===== src/rtl/burst_marker_pkg.sv =====
package burst_marker_pkg;

  // strobes from control to datapath
  typedef struct packed {
    logic startBurst;  // load counters for a fresh burst
    logic runCnt;      // advance elapsed time and sample count
    logic clrAll;      // stream stopped: clear burst state
  } ctlStb_t;

  // status from datapath to control
  typedef struct packed {
    logic riseNow;     // elapsed time equals scheduled rise edge
    logic riseOk;      // start delay fits inside the burst
    logic fallNow;     // elapsed time equals scheduled fall edge
    logic burstDone;   // first inactive sample has been seen
  } dpSts_t;

endpackage


===== src/rtl/burst_marker_dp.sv =====
module burst_marker_dp
  import burst_marker_pkg::*;
#(
  parameter int DLY_W       = 16,
  parameter int CNT_W       = 16,
  parameter int LAT_SAMPLES = 30
) (
  input  logic             clk,
  input  logic             rstN,
  input  logic             streamRun,
  input  logic             sampleStb,
  input  logic             burstActive,
  input  logic [DLY_W-1:0] startDlyIn,
  input  logic [DLY_W-1:0] endDlyIn,
  input  ctlStb_t          ctl,
  output dpSts_t           sts
);

  localparam int MAX_W   = (DLY_W > CNT_W) ? DLY_W : CNT_W;
  localparam int LAT_CYC = 2 * LAT_SAMPLES;
  localparam int ELAP_W  = MAX_W + $clog2(LAT_CYC + 2) + 3;
  localparam logic [CNT_W-1:0]  CNT_MAX  = '1;
  localparam logic [ELAP_W-1:0] ELAP_MAX = '1;

  logic [DLY_W-1:0]  startDlyQ, endDlyQ;
  logic [CNT_W-1:0]  tCnt;
  logic              burstDone;
  logic [ELAP_W-1:0] elapsed;

  logic [ELAP_W-1:0] groupCnt;
  logic [ELAP_W-1:0] pulseHalf;
  logic [ELAP_W-1:0] riseAt, fallAt, riseLimit;

  // delay capture: follows the inputs while stopped, frozen while running
  always_ff @(posedge clk or negedge rstN) begin
    if (!rstN) begin
      startDlyQ <= '0;
      endDlyQ   <= '0;
    end else if (!streamRun) begin
      startDlyQ <= startDlyIn;
      endDlyQ   <= endDlyIn;
    end
  end

  // burst length and elapsed half-sample counters
  always_ff @(posedge clk or negedge rstN) begin
    if (!rstN) begin
      tCnt      <= '0;
      burstDone <= 1'b0;
      elapsed   <= '0;
    end else if (ctl.clrAll) begin
      tCnt      <= '0;
      burstDone <= 1'b0;
      elapsed   <= '0;
    end else if (ctl.startBurst) begin
      tCnt      <= CNT_W'(1);
      burstDone <= 1'b0;
      elapsed   <= ELAP_W'(1);
    end else if (ctl.runCnt) begin
      if (elapsed != ELAP_MAX) elapsed <= elapsed + ELAP_W'(1);
      if (!burstDone && sampleStb) begin
        if (burstActive) begin
          if (tCnt != CNT_MAX) tCnt <= tCnt + CNT_W'(1);
        end else begin
          burstDone <= 1'b1;
        end
      end
    end
  end

  // edge schedule in clock cycles counted from the first burst edge
  always_comb begin
    groupCnt  = (ELAP_W'(tCnt) + ELAP_W'(3)) >> 2;
    pulseHalf = groupCnt << 3;                       // 2 * 4 * groups
    riseAt    = ELAP_W'(LAT_CYC) + ELAP_W'(startDlyQ);
    fallAt    = ELAP_W'(LAT_CYC) + pulseHalf + ELAP_W'(endDlyQ);
    riseLimit = (tCnt == '0) ? '0 : ELAP_W'(tCnt - CNT_W'(1)) << 1;
  end

  always_comb begin
    sts.riseNow   = (elapsed == riseAt);
    sts.riseOk    = !burstDone || (ELAP_W'(startDlyQ) <= riseLimit);
    sts.fallNow   = burstDone && (elapsed == fallAt);
    sts.burstDone = burstDone;
  end


  dly_frozen_chk: assert property (@(posedge clk) disable iff (!rstN)
    (streamRun && $past(streamRun)) |-> ($stable(startDlyQ) && $stable(endDlyQ)));


  tcnt_hold_chk: assert property (@(posedge clk) disable iff (!rstN)
    (burstDone && $past(burstDone) && $past(streamRun) && $past(!ctl.startBurst))
      |-> $stable(tCnt));

endmodule


===== src/rtl/burst_marker_ctrl.sv =====
module burst_marker_ctrl
  import burst_marker_pkg::*;
(
  input  logic    clk,
  input  logic    rstN,
  input  logic    streamRun,
  input  logic    sampleStb,
  input  logic    burstActive,
  input  dpSts_t  sts,
  output ctlStb_t ctl,
  output logic    gpioQ
);

  typedef enum logic {S_IDLE, S_BUSY} state_t;

  state_t state, stateNext;
  logic   gpioNext;

  always_comb begin
    ctl       = '0;
    stateNext = state;
    gpioNext  = gpioQ;
    if (!streamRun) begin
      ctl.clrAll = 1'b1;
      stateNext  = S_IDLE;
      gpioNext   = 1'b0;
    end else begin
      unique case (state)
        S_IDLE: begin
          gpioNext = 1'b0;
          if (sampleStb && burstActive) begin
            ctl.startBurst = 1'b1;
            stateNext      = S_BUSY;
          end
        end
        S_BUSY: begin
          ctl.runCnt = 1'b1;
          if (sts.fallNow) begin
            gpioNext  = 1'b0;
            stateNext = S_IDLE;
          end else if (sts.riseNow && sts.riseOk) begin
            gpioNext = 1'b1;
          end
        end
        default: stateNext = S_IDLE;
      endcase
    end
  end

  always_ff @(posedge clk or negedge rstN) begin
    if (!rstN) begin
      state <= S_IDLE;
      gpioQ <= 1'b0;
    end else begin
      state <= stateNext;
      gpioQ <= gpioNext;
    end
  end


  stop_low_chk: assert property (@(posedge clk) disable iff (!rstN)
    !streamRun |=> !gpioQ);


  rise_allowed_chk: assert property (@(posedge clk) disable iff (!rstN)
    $rose(gpioQ) |-> $past(sts.riseOk));


  fall_after_end_chk: assert property (@(posedge clk) disable iff (!rstN)
    ($fell(gpioQ) && $past(streamRun)) |-> $past(sts.burstDone));


  busy_no_restart_chk: assert property (@(posedge clk) disable iff (!rstN)
    (state == S_BUSY && !sts.fallNow && streamRun) |=> (state == S_BUSY));

endmodule


===== src/rtl/burst_marker.sv =====
module burst_marker
  import burst_marker_pkg::*;
#(
  parameter int DLY_W       = 16,
  parameter int CNT_W       = 16,
  parameter int LAT_SAMPLES = 30
) (
  input  logic             clk,
  input  logic             rstN,
  input  logic             streamRun,
  input  logic             sampleStb,
  input  logic             burstActive,
  input  logic [DLY_W-1:0] startDly,
  input  logic [DLY_W-1:0] endDly,
  output logic             gpioOut
);

  ctlStb_t ctl;
  dpSts_t  sts;

  burst_marker_dp #(
    .DLY_W      (DLY_W),
    .CNT_W      (CNT_W),
    .LAT_SAMPLES(LAT_SAMPLES)
  ) dp_i (
    .clk        (clk),
    .rstN       (rstN),
    .streamRun  (streamRun),
    .sampleStb  (sampleStb),
    .burstActive(burstActive),
    .startDlyIn (startDly),
    .endDlyIn   (endDly),
    .ctl        (ctl),
    .sts        (sts)
  );

  burst_marker_ctrl ctrl_i (
    .clk        (clk),
    .rstN       (rstN),
    .streamRun  (streamRun),
    .sampleStb  (sampleStb),
    .burstActive(burstActive),
    .sts        (sts),
    .ctl        (ctl),
    .gpioQ      (gpioOut)
  );

  initial begin
    latency_param_chk: assert (LAT_SAMPLES >= 1);
  end

endmodule


===== config.mk =====
export PLATFORM = sky130hd
export DESIGN_NAME = burst_marker
export DESIGN_NICKNAME = d
export VERILOG_FILES = /design/src/rtl/burst_marker_pkg.sv /design/src/rtl/burst_marker_dp.sv /design/src/rtl/burst_marker_ctrl.sv /design/src/rtl/burst_marker.sv
export SDC_FILE = /design/constraint.sdc
export NUM_CORES = 1
export LEC_CHECK = 0
export BUFFER_PORTS_ARGS = -buffer_cell sky130_fd_sc_hd__clkbuf_2
export CELL_PAD_IN_SITES_DETAIL_PLACEMENT = 2
export CELL_PAD_IN_SITES_GLOBAL_PLACEMENT = 2
export CORE_MARGIN = 8
export CORE_UTILIZATION = 42
export CTS_CLUSTER_DIAMETER = 30
export DETAILED_ROUTE_END_ITERATION = 8
export GPL_TIMING_DRIVEN = 0
export PLACE_DENSITY = 0.9
export SYNTH_ARGS = -nofsm -noshare
export SYNTH_HDL_FRONTEND = slang
export SYNTH_HIERARCHICAL = 1
export SYNTH_SLANG_ARGS = --single-unit

===== constraint.sdc =====
create_clock -name clk -period 10.7 [get_ports clk]
set_clock_uncertainty 0.15 [all_clocks]
set_input_delay 1.605 -clock clk [delete_from_list [all_inputs] [get_ports clk]]
set_output_delay 1.605 -clock clk [all_outputs]
set_load 0.005 [all_outputs]

==> results_dict.tcl <==
set metrics [dict create \
    rsz0062_at_grt "false" \
    grt_pass1_wl_mm 38.67 \
    power.density_cell_area_nw_per_um2 117.0 \
    cts_sinks 76 \
    n_antenna_cell 0 \
    finalHoldViolations 0 \
    grt_remaining_overflow 0 \
    post_cts_resized 0 \
    cp_max_fo 10 \
    maxCapViolCount 0 \
    drtAntennaViolNets 0 \
    drt_iter0_drc 375 \
    required_ns 10.77 \
    crit_type "register to register" \
    clock-root-buffer "clkbuf_16" \
    cts_made_buffers 9 \
    die_y_um 136.2 \
    clockBufferDepth 2 \
    yosysWarnings 6 \
    drive_above_1_share 0.1560 \
    drv_slew 0 \
    status "finished clean" \
    syn_nets 768 \
    io_buffers 37 \
    crit_path_start_kind "register" \
    crit_start "dp_i/tCnt[2]" \
    hp-start "dp_i/endDlyQ[14]" \
    area_growth_pct 11.74 \
    reg2reg_from "dp_i/tCnt[2]" \
    finalSetupViolations 0 \
    slowest_stage "a2111oi_0" \
    final.min_clock_period_ns 5.857 \
    die_w_um 136.2 \
    ir_drop_uv 77.85 \
    drc_errors 0 \
    timing.hold.ws_ns 0.3776 \
    vias 5642 \
    grt_pass1_vias 6481 \
    fin_nets 817 \
    via_per_inst 6.126 \
    path_cells "clkbuf_1 > and3_1 > nand3_1 > nor2_1 > nand3_1 > xnor2_1 > ha_1 > ha_1 > clkbuf_1 > nand2_1 > nor2_1 > o221ai_1 > a2111oi_0 > o2111ai_1 > nor4_2 > nand4_1 > nor4_2 > o21bai_1" \
    start_util 0.4236 \
    finalCritPeriodShare 0.5474 \
    synth.avg_cell_area_um2 8.864 \
    syn_area_um2 6063 \
    place_congestion 0.8704 \
    worst_setup_path_end_kind "register" \
    grt_usage 0.2766 \
    core_area_um2 14310 \
    critical_path_buf_inv_count 2 \
    row_count 44 \
    tns_ns 0 \
    htreeDepth 3 \
    firstDrtPassIters 5 \
    clk_pin_slew_worst_paths_ns 0.07 \
    grt_max_degree 59 \
    syn_inst 684 \
    critical-path-top-delay-family "simple AND/OR/NAND/NOR gates" \
    hp-class "register to register" \
    clk_latency_ns 0.35 \
    tightest_slew_ns 0.7922 \
    cts_hold_buf 0 \
    die_area_um2 18540 \
    routed_wl_mm 24.52 \
    cts_tree "done" \
    crit_arrival_ns 5.93 \
    slowest_delay_ns 0.56 \
    post_cts_buffers 0 \
    dp_hpwl_mm 17.59 \
    power_leakage_nw 2.975 \
    io_pins 38 \
    timing.slew.headroom 0.4670 \
    fmax_mhz 170.7 \
    antenna_found_initial 0 \
    wire_per_inst_um 26.62 \
]
worst reg2reg max path, cell delays in order (launching register included):
cell and delay, ns:
dfrtp_1 0.35, clkbuf_1 0.40, and3_1 0.28, nand3_1 0.20, nor2_1 0.39, nand3_1 0.16, xnor2_1 0.41, ha_1 0.32
ha_1 0.30, clkbuf_1 0.42, nand2_1 0.18, nor2_1 0.16, o221ai_1 0.15, a2111oi_0 0.56, o2111ai_1 0.23, nor4_2 0.29
nand4_1 0.17, nor4_2 0.43, o21bai_1 0.16
flip-flops by register name, summed over array words and instances (netlist names):
register        flops
ctrl_i/gpioQ        1
dp_i/endDlyQ       16
dp_i/elapsed       25
dp_i/tCnt          16
ctrl_i/state        1
dp_i/startDlyQ     16
dp_i/burstDone      1
path summary, 6_finish.rpt:
| kind | to | slack (ns) | cells after the start |
|---|---|---|---|
| max in group asynchronous | dp_i/endDlyQ[10] | 8.76 | 2 |
| hold / removal | dp_i/endDlyQ[14] | 0.38 | 1 |
| hold reg to reg | dp_i/endDlyQ[14] | 0.38 | 1 |
| setup / recovery | ctrl_i/state | 4.84 | 18 |
| setup reg to reg | ctrl_i/state | 4.84 | 18 |
| min in group asynchronous | dp_i/elapsed[11] | 1.02 | 1 |
layout make-up:
cell class,count,area (um^2)
Clock buffer,9,225.2
Fill cell,1588,7538
Multi-Input combinational cell,538,3860
Clock inverter,6,41.29
Sequential cell,76,1902
Timing Repair Buffer,38,215.2
Tap cell,184,230.2
Inverter,24,90.09
Buffer,46,211.5
routing by layer:
| layer | vias to the layer above | GRT usage | routed length (um) | share of wire |
|---|---|---|---|---|
| met4 | 0 | 0.1483 | 1187 | 0.048 |
| li1 | 2472 | - | - | - |
| met5 | - | 0 | 0 | 0 |
| met3 | 88 | 0.05506 | 1088 | 0.044 |
| met2 | 197 | 0.4845 | 12470 | 0.51 |
| met1 | 2885 | 0.3104 | 9773 | 0.40 |
stage by stage:
stage | util | worst slack [ns] | instances | cell area, um^2 | power [mW]
after detailed placement | 0.4547 | 5.148 | 906 | 6509 | 0.4909
after CTS | 0.4733 | 5.014 | 921 | 6775 | 0.7967
after floorplan | - | 6.608 | 684 | 6063 | 0.4256
after global routing | 0.4733 | 4.495 | 921 | 6775 | 0.8223
final | 0.4733 | 4.843 | 921 | 6775 | 0.7930
after global placement | 0.4526 | 5.495 | 905 | 6479 | 0.4686
where the power goes:
| part | switching (mW) | leakage [nW] | internal (mW) |
|---|---|---|---|
| Clock | 0.139 | 0.124 | 0.156 |
| Sequential | 0.0209 | 0.987 | 0.300 |
| Combinational | 0.106 | 1.86 | 0.0708 |
| Total | 0.266 | 2.97 | 0.527 |
cells in the final DEF (no fill, tap or decap), types with 3 or more instances in the layout:
cell type	instances
dfrtp_1	76
nor2_1	74
xor2_1	54
nand2_1	53
xnor2_1	49
ha_1	46
clkbuf_2	36
mux2_2	32
clkbuf_1	31
a21oi_1	30
inv_1	24
nand3_1	24
o21ai_0	24
nand4_1	21
nor3_1	14
nor4_1	10
clkbuf_16	9
nand2b_1	9
and3_1	8
buf_2	7
or3_1	6
mux2i_1	5
a31oi_1	5
nor2b_1	5
nor3b_1	4
or2_1	4
a211oi_1	4
clkinvlp_4	3
nand4b_1	3
buf_6	3
o211ai_1	3
buf_1	3
and3_4	3
No activity file was read; power rests on OpenSTA's default activity.
